**config.mk**
```make
export PLATFORM = sky130hd
export DESIGN_NAME = autobaud_hs
export DESIGN_NICKNAME = d
export VERILOG_FILES = /design/src/rtl/abd_pkg.sv /design/src/rtl/abd_sync.sv /design/src/rtl/abd_uart_tx.sv /design/src/rtl/abd_uart_rx.sv /design/src/rtl/autobaud_hs.sv
export SDC_FILE = /design/constraint.sdc
export NUM_CORES = 1
export LEC_CHECK = 0
export ABC_AREA = 1
export CAP_MARGIN = 20
export CORE_ASPECT_RATIO = 1.2
export CORE_UTILIZATION = 50
export DETAILED_ROUTE_END_ITERATION = 10
export PLACE_DENSITY_LB_ADDON = 0.25
export SKIP_CTS_REPAIR_TIMING = 1
export SYNTH_ARGS = -nofsm -noshare
export SYNTH_HDL_FRONTEND = slang
export SYNTH_HIERARCHICAL = 1
export SYNTH_SLANG_ARGS = --single-unit
```
**constraint.sdc**
```tcl
create_clock -name clk -period 7.42 [get_ports clk]
set_clock_uncertainty 0.2 [all_clocks]
set_input_delay 1.113 -clock clk [delete_from_list [all_inputs] [get_ports clk]]
set_output_delay 1.113 -clock clk [all_outputs]
set_load 0.05 [all_outputs]
```
**src/rtl/abd_pkg.sv**
```systemverilog
package abd_pkg;

    localparam logic [7:0] ACK_BYTE   = 8'h00;
    localparam logic [7:0] REPLY_BYTE = 8'h55;
    localparam int         FRAME_BITS = 10;

    typedef enum logic [2:0] {
        S_IDLE,
        S_ARM,
        S_MEAS,
        S_STOP,
        S_ACK,
        S_RPLY,
        S_DONE,
        S_FAIL
    } abd_state_e;

    typedef struct packed {
        logic [7:0] data;
        logic       frame_ok;
    } rx_frame_t;

    // nearest-integer quotient of n / 9
    function automatic logic [31:0] round_div9(input logic [31:0] n);
        return (n + 32'd4) / 32'd9;
    endfunction

endpackage

```
**src/rtl/abd_sync.sv**
```systemverilog
module abd_sync #(
    parameter int STAGES = 2
) (
    input  logic clk,
    input  logic rst,
    input  logic d,
    output logic q
);
    logic [STAGES-1:0] sr;

    generate
        if (STAGES == 1) begin : g_one
            always_ff @(posedge clk) begin
                if (rst) sr <= '1;
                else     sr <= d;
            end
        end else begin : g_many
            always_ff @(posedge clk) begin
                if (rst) sr <= '1;
                else     sr <= {sr[STAGES-2:0], d};
            end
        end
    endgenerate

    assign q = sr[STAGES-1];
endmodule

```
**src/rtl/abd_uart_tx.sv**
```systemverilog
module abd_uart_tx
    import abd_pkg::*;
#(
    parameter int W = 17
) (
    input  logic         clk,
    input  logic         rst,
    input  logic         go,
    input  logic [7:0]   data,
    input  logic [W-1:0] bit_len,
    output logic         tx,
    output logic         fin
);
    localparam int BW = $clog2(FRAME_BITS + 1);

    logic [FRAME_BITS-1:0] shreg;
    logic [BW-1:0]         bits_left;
    logic [W-1:0]          tick;
    logic                  active;

    always_ff @(posedge clk) begin
        if (rst) begin
            shreg     <= '1;
            bits_left <= '0;
            tick      <= '0;
            active    <= 1'b0;
            fin       <= 1'b0;
        end else begin
            fin <= 1'b0;
            if (!active) begin
                if (go) begin
                    shreg     <= {1'b1, data, 1'b0};
                    bits_left <= BW'(FRAME_BITS);
                    tick      <= bit_len - 1'b1;
                    active    <= 1'b1;
                end
            end else if (tick == '0) begin
                shreg     <= {1'b1, shreg[FRAME_BITS-1:1]};
                bits_left <= bits_left - 1'b1;
                tick      <= bit_len - 1'b1;
                if (bits_left == BW'(1)) begin
                    active <= 1'b0;
                    fin    <= 1'b1;
                end
            end else begin
                tick <= tick - 1'b1;
            end
        end
    end

    assign tx = !active | shreg[0];
endmodule

```
**src/rtl/abd_uart_rx.sv**
```systemverilog
module abd_uart_rx
    import abd_pkg::*;
#(
    parameter int W = 17
) (
    input  logic         clk,
    input  logic         rst,
    input  logic         en,
    input  logic         rx,
    input  logic [W-1:0] bit_len,
    output logic         valid,
    output rx_frame_t    frame
);
    logic [W-1:0] tick;
    logic [3:0]   idx;
    logic         run;
    logic [7:0]   shift;

    always_ff @(posedge clk) begin
        if (rst || !en) begin
            tick  <= '0;
            idx   <= '0;
            run   <= 1'b0;
            shift <= '0;
            valid <= 1'b0;
            frame <= '0;
        end else begin
            valid <= 1'b0;
            if (!run) begin
                if (!rx) begin
                    run  <= 1'b1;
                    idx  <= '0;
                    tick <= (bit_len >> 1) - 1'b1;
                end
            end else if (tick == '0) begin
                tick <= bit_len - 1'b1;
                idx  <= idx + 1'b1;
                if (idx == 4'd0) begin
                    if (rx) run <= 1'b0;          // false start
                end else if (idx <= 4'd8) begin
                    shift <= {rx, shift[7:1]};
                end else begin
                    frame.data     <= shift;
                    frame.frame_ok <= rx;
                    valid          <= 1'b1;
                    run            <= 1'b0;
                end
            end else begin
                tick <= tick - 1'b1;
            end
        end
    end
endmodule

```
**src/rtl/autobaud_hs.sv**
```systemverilog
module autobaud_hs
    import abd_pkg::*;
#(
    parameter int CNT_W      = 17,
    parameter int GLITCH_MIN = 16,
    parameter int SYNC_STG   = 2
) (
    input  logic             clk,
    input  logic             rst,
    input  logic             start,
    input  logic             rx,
    output logic             tx,
    output logic [CNT_W-1:0] divisor,
    output logic             done,
    output logic             error,
    output logic             busy
);
    localparam logic [CNT_W-1:0] CNT_MAX = '1;
    localparam logic [CNT_W-1:0] GL_MIN  = CNT_W'(GLITCH_MIN);

    abd_state_e       state;
    logic [CNT_W-1:0] cnt;
    logic             rx_s;
    logic             tx_go;
    logic             tx_fin;
    logic             rx_valid;
    rx_frame_t        rx_frame;

    abd_sync #(.STAGES(SYNC_STG)) u_sync (
        .clk(clk), .rst(rst), .d(rx), .q(rx_s)
    );

    abd_uart_tx #(.W(CNT_W)) u_tx (
        .clk(clk), .rst(rst), .go(tx_go), .data(ACK_BYTE),
        .bit_len(divisor), .tx(tx), .fin(tx_fin)
    );

    abd_uart_rx #(.W(CNT_W)) u_rx (
        .clk(clk), .rst(rst), .en(state == S_RPLY), .rx(rx_s),
        .bit_len(divisor), .valid(rx_valid), .frame(rx_frame)
    );

    always_ff @(posedge clk) begin
        if (rst) begin
            state   <= S_IDLE;
            cnt     <= '0;
            divisor <= '0;
            done    <= 1'b0;
            error   <= 1'b0;
            tx_go   <= 1'b0;
        end else begin
            tx_go <= 1'b0;
            unique case (state)
                S_IDLE, S_DONE, S_FAIL: begin
                    if (start) begin
                        state   <= S_ARM;
                        done    <= 1'b0;
                        error   <= 1'b0;
                        divisor <= '0;
                    end
                end
                S_ARM: begin
                    if (!rx_s) begin
                        cnt   <= CNT_W'(1);
                        state <= S_MEAS;
                    end
                end
                S_MEAS: begin
                    if (!rx_s) begin
                        if (cnt != CNT_MAX) cnt <= cnt + 1'b1;
                    end else if (cnt < GL_MIN) begin
                        state <= S_ARM;
                    end else begin
                        divisor <= CNT_W'(round_div9(32'(cnt)));
                        cnt     <= CNT_W'(1);
                        state   <= S_STOP;
                    end
                end
                S_STOP: begin
                    if (!rx_s) begin
                        error <= 1'b1;
                        state <= S_FAIL;
                    end else if (cnt >= divisor) begin
                        tx_go <= 1'b1;
                        state <= S_ACK;
                    end else begin
                        cnt <= cnt + 1'b1;
                    end
                end
                S_ACK: begin
                    if (tx_fin) state <= S_RPLY;
                end
                S_RPLY: begin
                    if (rx_valid) begin
                        if (rx_frame.data == REPLY_BYTE && rx_frame.frame_ok) begin
                            done  <= 1'b1;
                            state <= S_DONE;
                        end else begin
                            error <= 1'b1;
                            state <= S_FAIL;
                        end
                    end
                end
                default: state <= S_IDLE;
            endcase
        end
    end

    assign busy = !(state == S_IDLE || state == S_DONE || state == S_FAIL);
endmodule

```
==> impl_results.rst <==
.. list-table::
   :header-rows: 1

   * - Metric
     - Value
   * - Mean Syn Cell Area
     - 6.19 um2
   * - Clock-pin slew of the registers on the worst-case setup and hold paths
     - 0.08 ns
   * - Area of combinational cells with multiple inputs
     - 6260 um2
   * - DRC marker count from the first detailed-route iteration
     - 646
   * - Fraction of final layout cells with drive strength greater than 1
     - 0.161
   * - X dimension of the die
     - 126 um
   * - Multiplexer fraction of the synthesized cell area
     - 0.00109
   * - Total number of vias
     - 9279
   * - Cells on worst reg2reg path
     - 68
   * - Antenna viol nets, final
     - 0
   * - Final hold slack
     - 0.231 ns
   * - Violations in the final reports
     - setup timing
   * - Worst path required time
     - 7.46 ns
   * - CP most frequent cell
     - nand2_4
   * - CTS HTree Levels
     - 3
   * - Share of the synthesized area in compound gates (AO/OA/AOI/OAI)
     - 0.113
   * - Count of boundary I/O pins
     - 25
   * - CP Depth
     - 68
   * - Area enclosed by the die boundary
     - 18900 um2
   * - Most frequently used flop master after synthesis
     - dfxtp_1
   * - Reg-to-Reg End
     - divisor[0]$_SDFFE_PP0P_
   * - Startpoint of the lowest-slack register-to-register path
     - cnt[9]$_SDFFE_PP0P_
   * - Setup_tns
     - -0.0310 ns
   * - Most area-consuming cells after synthesis
     - dfxtp_1, nand2_1, inv_1
   * - TritonCTS sink count
     - 112
   * - Final Max Slew Viols
     - 0
   * - Number of filler cells placed in the layout
     - 1737
   * - Xor and xnor area share after synthesis
     - 0.0303
   * - Number of synthesized register bits
     - 112
   * - # port buffers
     - 22
   * - TritonCTS clock tree
     - built
   * - Max capacitance violation total
     - 0
   * - Wirelength per Cell
     - 13.8 um
   * - Seq. cell area
     - 2250 um2
   * - HP Start
     - u_sync/sr[0]$_SDFF_PP1_
   * - Maximum cell stage delay along the critical path
     - 0.43 ns
   * - Critical path start-end classification
     - reg -> reg
   * - Cell area after synthesis
     - 9200 um2
   * - Global Route Usage Sum
     - 0.249
   * - Core area
     - 17800 um2
   * - Peak Freq
     - 0.134 GHz
   * - Crit-path slowest cell
     - dfxtp_1
   * - Buffers and inverters on the worst path
     - 3
   * - Count of final setup violators
     - 1
   * - Top-count cell post-synth
     - nand2_1
   * - Overflow left after global routing
     - 0
   * - Wire length of the first global-routing pass
     - 38.4 mm
   * - Crit path arrival time
     - 7.49 ns
   * - Number of CTS-inserted buffers
     - 9
   * - Final weighted congestion in routability-driven placement
     - 0.903
   * - Total count of hold-check failures in the final report
     - 0
   * - Pin count of the biggest net entering global routing
     - 43
   * - List of most frequent post-synthesis cells
     - nand2_1, inv_1, nor2_1
   * - Longest Clk Path Bufs
     - 2
   * - Starting density of the core
     - 0.518
   * - Final worst-path cycle share
     - 1.00
   * - Share of synthesized cell area in and, or, nand and nor gates
     - 0.454
   * - Cell area reported after detailed placement
     - 9600 um2
   * - Number of global-route vias before repair
     - 8320
   * - Height of the chip
     - 151 um
   * - RSZ-0062 raised after global routing
     - true
   * - Worst Hold Depth
     - 2
   * - Layout overhead on the synthesized area
     - 12.9%
   * - Sequential fraction of the synthesis area
     - 0.244
   * - Yosys Warn Count
     - 6
   * - Final routed wirelength across all metal layers
     - 24.3 mm
   * - Final cell area excluding filler cells
     - 10400 um2
   * - Number of detailed-routing iterations run before antenna repair
     - 7
   * - Detailed-placement wirelength estimate
     - 17.0 mm
   * - Diode count
     - 0
   * - CP startpoint kind
     - register
   * - Crit-path max FO
     - 6
   * - Number of distinct library cells after synthesis
     - 57
   * - Outcome
     - finished, violations left
   * - Vias/cell
     - 5.29
   * - Combinational family with the most area after synthesis
     - simple AND/OR/NAND/NOR gates
   * - Area share of the largest cell type after synthesis
     - 0.244
   * - Share of flip-flops with an asynchronous set or reset after synthesis
     - 0
   * - Minimum clock period after layout
     - 7.45 ns
   * - Slew Limit Headroom
     - 0.337
   * - Kind of cell with the highest combined delay on the critical path
     - simple AND/OR/NAND/NOR gates
   * - Clk_lat worst skew
     - 0.37 ns
   * - Number of enable flip-flop cells after synthesis
     - 0
   * - Number of cells produced by synthesis
     - 1485
   * - Worst-case register-to-register setup slack
     - -0.03 ns
   * - Utilization of the core after routing
     - 0.584
   * - HP Class
     - reg -> reg
   * - Initial antenna violation count
     - 0
   * - Worst hold endpoint
     - u_sync/sr[1]$_SDFF_PP1_
   * - Critical path endpoint category
     - register
   * - Synth area leader
     - dfxtp_1
   * - Adder-Cell Fraction of Synth Area
     - 0.0422
   * - Worst Tran Pin Value
     - 0.990 ns
   * - Number of nets in the layout
     - 1564
   * - Row Count
     - 53
   * - Count of unresolved DRC violations after routing
     - 0
   * - Root cell of the clock tree
     - clkbuf_16
   * - Final Worst Setup Slack
     - -0.0310 ns
[sequential cells by signal (all words and copies together), names as in the netlist, 2 cells and up]
register        flops
state               3
u_tx/shreg          9
u_tx/bits_left      4
divisor            15
u_sync/sr           2
u_tx/tick          17
cnt                17
u_rx/frame          9
u_rx/shift          8
u_rx/idx            4
u_rx/tick          17
[layout make-up]
class	instances	area share
clock inverters	7	0.00615
flip-flops and latches	112	0.217
multi-input cells	1127	0.603
clock buffers	9	0.0217
well taps	220	0.0265
inverters	229	0.0842
repair buffers	50	0.0418
[routing by layer]
layer	global-route usage	part of all wire
met5	0	0
met4	0.101	0.026
met3	0.0267	0.034
met2	0.446	0.49
met1	0.305	0.45
[cells by family (layout without fill, tap and decap cells)]
logic type      count (synthesis)  count (layout)
xor+xnor                       31              31
fa+ha+maj                      31              31
other cells                     1              16
mux                             1               1
simple gates                  870             870
buf+inv                       261             295
compound gates                178             178
flops                         112             112
[metrics by stage]
stage,instances,setup WS [ns]
floorplan,1500,0.656
global placement,1716,0.261
global route,1754,-0.597
finish,1754,-0.0310
CTS,1732,-0.0150
detailed placement,1716,0.0220
[how the worst max path moves through the flow]
stage	from	endpoint	slack (ns)
after floorplan	cnt[2]$_SDFFE_PP0P_	divisor[0]$_SDFFE_PP0P_	0.66
after CTS	cnt[4]$_SDFFE_PP0P_	divisor[0]$_SDFFE_PP0P_	-0.02
after global placement	cnt[4]$_SDFFE_PP0P_	divisor[0]$_SDFFE_PP0P_	0.26
after detailed placement	cnt[4]$_SDFFE_PP0P_	divisor[0]$_SDFFE_PP0P_	0.02
after global routing	cnt[9]$_SDFFE_PP0P_	divisor[0]$_SDFFE_PP0P_	-0.60
final	cnt[9]$_SDFFE_PP0P_	divisor[0]$_SDFFE_PP0P_	-0.03
[worst reg2reg max path, delay by kind of cell (launching register included)]
family                     cells  cell delay, ns
and+or+nand+nor               62            6.31
AOI/OAI and AO/OA              2            0.13
adders and majority gates      1            0.15
DFF                            1            0.43
buffers and inverters          3            0.13
[cells in the final DEF, fill, tap and decap left out, drive strengths merged, types with 8 or more instances in the layout]
cell type / instances
or2: 15
ha: 31
buf: 28
clkdlybuf4s50: 22
clkbuf: 9
nor3: 12
inv: 227
xor2: 27
nand2: 441
clkinv: 8
nand3: 155
a21oi: 86
o21ai: 51
o211ai: 12
nand4: 39
conb: 16
dfxtp: 112
nor2: 199
Power is left out: the tool's default activity adds up to more than one toggle a clock period on the data nets, which glitch-free logic cannot reach.
